File: src/rtl/wsq_pkg.sv
package wsq_pkg;

  // True when a run counter holding cnt has seen its lim-th consecutive sample.
  function automatic logic run_complete(input int unsigned cnt, input int unsigned lim);
    return (cnt + 1) >= lim;
  endfunction

  // Pin-to-event latency in sample clock edges: 2 sync + filter + output reg.
  function automatic int unsigned event_latency(input int unsigned min_w);
    return min_w + 3;
  endfunction

endpackage

File: src/rtl/wsq_sync2.sv
module wsq_sync2 #(
  parameter int unsigned W = 4,
  parameter logic [W-1:0] RST_VAL = '0
) (
  input  logic         clk,
  input  logic         rst_n,
  input  logic [W-1:0] async_i,
  output logic [W-1:0] sync_o
);
  logic [W-1:0] meta_q;

  always_ff @(posedge clk or negedge rst_n) begin
    if (!rst_n) begin
      meta_q <= RST_VAL;
      sync_o <= RST_VAL;
    end else begin
      meta_q <= async_i;
      sync_o <= meta_q;
    end
  end
endmodule

File: src/rtl/wsq_glitch_filt.sv
module wsq_glitch_filt
  import wsq_pkg::*;
#(
  parameter int unsigned MIN_W = 4,
  parameter logic        RST_LVL = 1'b1
) (
  input  logic clk,
  input  logic rst_n,
  input  logic pin_i,
  output logic filt_o
);
  localparam int unsigned CW = (MIN_W > 1) ? $clog2(MIN_W) : 1;

  logic [CW-1:0] run_q;
  logic          differs;
  logic          accept;

  assign differs = (pin_i != filt_o);
  assign accept  = differs && run_complete(32'(run_q), MIN_W);

  always_ff @(posedge clk or negedge rst_n) begin
    if (!rst_n) begin
      run_q  <= '0;
      filt_o <= RST_LVL;
    end else if (accept) begin
      run_q  <= '0;
      filt_o <= pin_i;
    end else if (differs) begin
      run_q  <= run_q + 1'b1;
    end else begin
      run_q  <= '0;
    end
  end

  // the filtered level only ever moves to a level present on its input
  p_filt_follows_input_r4: assert property (@(posedge clk) disable iff (!rst_n)
    !$stable(filt_o) |-> (filt_o == $past(pin_i)));

endmodule

File: src/rtl/wsq_lockout.sv
module wsq_lockout
  import wsq_pkg::*;
#(
  parameter int unsigned LOCK_CYC = 500000
) (
  input  logic clk,
  input  logic rst_n,
  input  logic sup_i,
  output logic armed_o
);
  localparam int unsigned CW = $clog2(LOCK_CYC + 1);

  logic [CW-1:0] tick_q;
  logic          expire;

  assign expire = run_complete(32'(tick_q), LOCK_CYC);

  always_ff @(posedge clk or negedge rst_n) begin
    if (!rst_n) begin
      tick_q  <= '0;
      armed_o <= 1'b0;
    end else if (!sup_i) begin
      tick_q  <= '0;
      armed_o <= 1'b0;
    end else if (!armed_o) begin
      if (expire) armed_o <= 1'b1;
      else        tick_q  <= tick_q + 1'b1;
    end
  end

  // a low supply sample restarts the lockout from zero
  p_lock_restart_r8: assert property (@(posedge clk) disable iff (!rst_n)
    !sup_i |=> (!armed_o && tick_q == '0));

endmodule

File: src/rtl/wsq_strobe_fsm.sv
module wsq_strobe_fsm (
  input  logic clk,
  input  logic rst_n,
  input  logic ce_f,
  input  logic we_f,
  input  logic oe_s,
  input  logic armed,
  output logic wr_start,
  output logic wr_end
);
  logic strobe_on;
  logic strobe_q;
  logic open_q;
  logic allowed;
  logic open_evt;
  logic close_evt;
  logic drop_evt;

  assign strobe_on = ~ce_f & ~we_f;
  assign allowed   = armed & oe_s;
  assign open_evt  = strobe_on & ~strobe_q & allowed & ~open_q;
  assign drop_evt  = open_q & ~allowed;
  assign close_evt = open_q & allowed & ~strobe_on;

  always_ff @(posedge clk or negedge rst_n) begin
    if (!rst_n) begin
      strobe_q <= 1'b0;
      open_q   <= 1'b0;
      wr_start <= 1'b0;
      wr_end   <= 1'b0;
    end else begin
      strobe_q <= strobe_on;
      wr_start <= open_evt;
      wr_end   <= close_evt;
      if (open_evt)                   open_q <= 1'b1;
      else if (drop_evt || close_evt) open_q <= 1'b0;
    end
  end

  // single-cycle pulses that never coincide
  p_start_single_r7: assert property (@(posedge clk) disable iff (!rst_n)
    wr_start |=> !wr_start);
  p_end_single_r7: assert property (@(posedge clk) disable iff (!rst_n)
    wr_end |=> !wr_end);
  p_no_coincide_r7: assert property (@(posedge clk) disable iff (!rst_n)
    !(wr_start && wr_end));

endmodule

File: src/rtl/wr_strobe_qual.sv
module wr_strobe_qual #(
  parameter int unsigned MIN_W    = 4,
  parameter int unsigned LOCK_CYC = 500000
) (
  input  logic clk,
  input  logic rst_n,
  input  logic supply_ok,
  input  logic ce_n,
  input  logic we_n,
  input  logic oe_n,
  output logic wr_start,
  output logic wr_end
);
  localparam int unsigned NPIN  = 4;
  localparam int unsigned NFILT = 2;
  localparam int unsigned I_CE  = 0;
  localparam int unsigned I_WE  = 1;
  localparam int unsigned I_OE  = 2;
  localparam int unsigned I_SUP = 3;
  localparam logic [NPIN-1:0] PIN_IDLE = 4'b0111;

  logic [NPIN-1:0]  pin_raw;
  logic [NPIN-1:0]  pin_s;
  logic [NFILT-1:0] en_f;
  logic             armed;
  logic             oe_s;

  assign pin_raw = {supply_ok, oe_n, we_n, ce_n};
  assign oe_s    = pin_s[I_OE];

  wsq_sync2 #(.W(NPIN), .RST_VAL(PIN_IDLE)) u_sync (
    .clk(clk), .rst_n(rst_n), .async_i(pin_raw), .sync_o(pin_s));

  for (genvar g = 0; g < NFILT; g++) begin : g_filt
    wsq_glitch_filt #(.MIN_W(MIN_W), .RST_LVL(1'b1)) u_filt (
      .clk(clk), .rst_n(rst_n), .pin_i(pin_s[g]), .filt_o(en_f[g]));
  end

  wsq_lockout #(.LOCK_CYC(LOCK_CYC)) u_lock (
    .clk(clk), .rst_n(rst_n), .sup_i(pin_s[I_SUP]), .armed_o(armed));

  wsq_strobe_fsm u_fsm (
    .clk(clk), .rst_n(rst_n), .ce_f(en_f[I_CE]), .we_f(en_f[I_WE]),
    .oe_s(oe_s), .armed(armed), .wr_start(wr_start), .wr_end(wr_end));

  // an opening strobe event requires an expired lockout
  p_start_unlocked_r2: assert property (@(posedge clk) disable iff (!rst_n)
    wr_start |-> $past(armed));
  // an opening strobe event requires output-enable high
  p_start_oe_high_r3: assert property (@(posedge clk) disable iff (!rst_n)
    wr_start |-> $past(oe_s));

endmodule

File: config.mk
export PLATFORM = sky130hd
export DESIGN_NAME = wr_strobe_qual
export DESIGN_NICKNAME = d
export VERILOG_FILES = /design/src/rtl/wsq_pkg.sv /design/src/rtl/wsq_sync2.sv /design/src/rtl/wsq_glitch_filt.sv /design/src/rtl/wsq_lockout.sv /design/src/rtl/wsq_strobe_fsm.sv /design/src/rtl/wr_strobe_qual.sv
export SDC_FILE = /design/constraint.sdc
export NUM_CORES = 1
export LEC_CHECK = 0
export BUFFER_PORTS_ARGS = -buffer_cell sky130_fd_sc_hd__buf_4
export CAP_MARGIN = 10
export CORE_ASPECT_RATIO = 0.7
export CORE_UTILIZATION = 49
export DETAILED_ROUTE_END_ITERATION = 16
export GPL_ROUTABILITY_DRIVEN = 0
export GPL_TIMING_DRIVEN = 0
export PLACE_DENSITY_LB_ADDON = 0.15
export RECOVER_POWER = 25
export SYNTH_ARGS = -nofsm -noshare
export SYNTH_HDL_FRONTEND = slang
export SYNTH_HIERARCHICAL = 1
export SYNTH_SLANG_ARGS = --single-unit
File: constraint.sdc
create_clock -name clk -period 3.9 [get_ports clk]
set_clock_uncertainty 0.1 [all_clocks]
set_input_delay 0 -clock clk [delete_from_list [all_inputs] [get_ports clk]]
set_output_delay 0 -clock clk [all_outputs]
set_load 0.05 [all_outputs]
==> impl_metrics.csv <==
group,metric,value,unit
global_route,antenna_found_initial,0,
logic_synthesis,synthMuxAreaShare,0.0684,
cts,clk_latency,280,ps
timing,tns,0,ps
floorplan,dieArea,4530,um2
global_route,track_usage,0.230,
setup_path,slowest_stage,"dfrtp_1",
placed_design,placed_cells,266,
power_and_ir_drop,ir_drop,0.295,mV
cts,cts_resized,0,
timing,clock.fmax,325,MHz
logic_synthesis,ys_warn_count,6,
logic_synthesis,yosysTopAreaCellShare,0.360,
hold_path,hold_path.class,"reg -> reg",
timing,hold_viol,0,
timing,min_period_over_period,0.788,
setup_path,cp_top_family,"compound AO/OA/AOI/OAI gates",
floorplan,io_pins,8,
cts,clkSinkCount,38,
cts,post_cts_buffers,0,
setup_path,path_buf_inv,2,
timing,grt_setup_unrepaired,"false",
detailed_routing,route.detailed.drc,0,
power_and_ir_drop,p_leak,0.940,nW
status,violations,"capacitance limit, slew limit",
job,cap_viol_max_count,1,
status,status,"finished with violations",
layout,num-nets-final,236,
detailed_routing,viasPerCell,6.21,
detailed_routing,first_iter_violations,225,
layout,layout-drive-gt1-share,0.198,
floorplan,dieHeight,56.6,um
logic_synthesis,ys_seq_elements,38,
layout,nFillCells,345,
logic_synthesis,synth.most_common_cell,"dfrtp_1",
setup_path,worstSetupPathType,"reg -> reg",
global_route,grt_pass1_wl,7.82,mm
power_and_ir_drop,p_int,0.751,mW
hold_path,hold_path_depth,0,
cts,cts_tree,"built",
power_and_ir_drop,p_seq_frac,0.491,
detailed_routing,dr_total_vias,1732,
setup_path,cp_max_fo,10,
setup_path,startpoint,"u_lock/tick_q[0]",
timing,tightest_slew,1970,ps
timing,hold-worst-slack,259,ps
cts,cts_hold_buffers,5,
power_and_ir_drop,p_switching,0.222,mW
logic_synthesis,synth_compound_area_frac,0.128,
detailed_routing,wirelength,4.69,mm
setup_path,cp.required,4000,ps
layout,area_growth,14.5,%
detailed_routing,wl_per_cell,16.8,um
logic_synthesis,yosys.area_share.adder,0.0240,
floorplan,core-area,3990,um2
power_and_ir_drop,pwr-share-comb,0.101,
layout,instances_no_fill,279,
logic_synthesis,synth_top_flop_cell,"dfrtp_1",
global_route,grt_pass1_vias,1635,
logic_synthesis,syn_avg_cell_area,10.1,um2
logic_synthesis,async_flop_share,1.00,
floorplan,fp.dieW,80.0,um
layout,multi_input_area,1050,um2
setup_path,path_cells,"ha_1 -> and4_1 -> or4_1 -> o32ai_1 -> o221ai_1 -> a221oi_2 -> buf_6 -> buf_8 -> o31ai_1 -> a21oi_1",
floorplan,initial_core_util,0.522,
global_route,overflow,0,
logic_synthesis,yosys-top-cells-count,"dfrtp_1 (30), nand2_1 (22), mux2i_1 (12), nand3_1 (12)",
logic_synthesis,post-synth-top-area-cell,"dfrtp_1",
cts,clk_pin_slew_worst_paths,80,ps
placed_design,port_buffers,7,
logic_synthesis,synth_xor_area_frac,0.0126,
logic_synthesis,synth_area_leaders,"dfrtp_1 (36%), dfstp_2 (10%), mux2i_1 (5.8%), nand2_1 (4.0%), nand3_1 (2.9%)",
layout,seq_area,961,um2
timing,setup_viol,0,
cts,root_buffer,"clkbuf_8",
logic_synthesis,syn-num-nets,217,
logic_synthesis,synth_cell_types,56,
cts,ctsHtreeMaxLevel,2,
setup_path,critPathMaxStageDelay,430,ps
setup_path,crit-reg2reg-capture,"u_lock/tick_q[9]",
timing,slew_violations,39,
placed_design,place_hpwl,3.29,mm
setup_path,rr_startpoint,"u_lock/tick_q[0]",
timing,timing.slew.headroom,-0.311,
layout,insertedDiodeCount,0,
logic_synthesis,ys_seq_area_frac,0.461,
logic_synthesis,synth_cells,207,
setup_path,r2r_cells,10,
setup_path,worstPathArrival,3180,ps
power_and_ir_drop,p_per_area,407,nW/um2
floorplan,rows,19,
logic_synthesis,synth_edf_count,0,
global_route,grt_start_max_net_pins,39,
logic_synthesis,syn_area,2090,um2
setup_path,reg2reg_setup_slack,830,ps
detailed_routing,dr.pass1.iters,5,
setup_path,cp-end-kind,"flip-flop",
hold_path,hold_end,"u_sync/sync_o[0]",
logic_synthesis,synthSimpleGateAreaFrac,0.269,
setup_path,cp-start-kind,"flip-flop",
power_and_ir_drop,switching_share,0.228,
logic_synthesis,synth_top_family_by_area,"simple AND/OR/NAND/NOR gates",
timing,post-route-min-period,3070,ps
detailed_routing,ant_nets,0,
cts,cts_buffer_depth,2,
cts,numCtsBuffers,5,
power_and_ir_drop,clockPowerShare,0.408,
hold_path,min_from,"u_sync/meta_q[0]",
[power groups by stage]
stage / combinational (mW) / clock (mW) / sequential (mW)
after floorplan: 0.0706 / 0 / 0.475
after global placement: 0.0874 / 0 / 0.481
after detailed placement: 0.0971 / 0 / 0.486
after CTS: 0.101 / 0.406 / 0.478
after global routing: 0.111 / 0.424 / 0.485
final: 0.0984 / 0.397 / 0.477
[cells in the final DEF, fill, tap and decap left out, types with 3 or more instances in the layout]
cell type,instances
dfrtp_1,30
nand2_1,22
nand3_1,12
mux2i_1,12
nor2_1,9
a21oi_1,9
nand2b_1,9
nor3_1,8
dfstp_2,8
or4_1,8
o31ai_1,7
clkbuf_8,5
dlygate4sd3_1,5
clkbuf_1,5
nor2_2,5
ha_1,4
clkbuf_4,4
nand4_1,4
and4_1,3
a31oi_1,3
inv_1,3
[through the flow]
stage	cell area [um2]	worst slack, ps	total power, mW	utilization
2_1_floorplan	2090	1290	0.546	-
3_3_place_gp	2200	969	0.568	0.552
3_5_place_dp	2200	882	0.583	0.552
4_1_cts	2390	877	0.985	0.599
5_1_grt	2390	645	1.02	0.598
6_report	2390	827	0.973	0.598
[flip-flops by register name, summed over array words and instances, names as in the netlist]
| signal | flops |
|---|---|
| g_filt.u_filt/run_q | 4 |
| u_fsm/open_q | 1 |
| u_fsm/strobe_q | 1 |
| u_sync/sync_o | 4 |
| u_lock/tick_q | 19 |
| u_fsm/wr_start | 1 |
| u_fsm/wr_end | 1 |
| u_lock/armed_o | 1 |
| u_sync/meta_q | 4 |
| g_filt.u_filt/filt_o | 2 |
[worst max-delay path by stage]
stage | endpoint | slack [ps] | cells after the start
floorplan | u_lock/tick_q[10] | 1290 | 10
global placement | u_lock/tick_q[5] | 970 | 10
detailed placement | u_lock/tick_q[7] | 880 | 10
CTS | u_lock/tick_q[11] | 880 | 10
global route | u_lock/tick_q[16] | 650 | 10
finish | u_lock/tick_q[9] | 830 | 10
[per-layer routing]
layer,vias up,share of wire,track usage
met5,-,0,0
met4,0,0.0098,0.0485
met3,10,0.063,0.0585
met2,64,0.47,0.363
met1,853,0.46,0.320
li1,805,-,-
[cell families after synthesis]
| kind of cell | count (synthesis) |
|---|---|
| DFF | 38 |
| adders and majority gates | 4 |
| muxes | 14 |
| AOI/OAI and AO/OA | 36 |
| and+or+nand+nor | 97 |
| xor gates and xnor gates | 3 |
| buffers and inverters | 15 |
[layout make-up]
cell class	count	area share
buffer	10	0.0246
tap	52	0.0273
clock inverter	3	0.0288
clock buffer	5	0.0288
timing repair buffer	12	0.0414
inverter	5	0.00786
sequential	38	0.403
multi-input combinational	154	0.439
(Power assumes the default switching activity.)
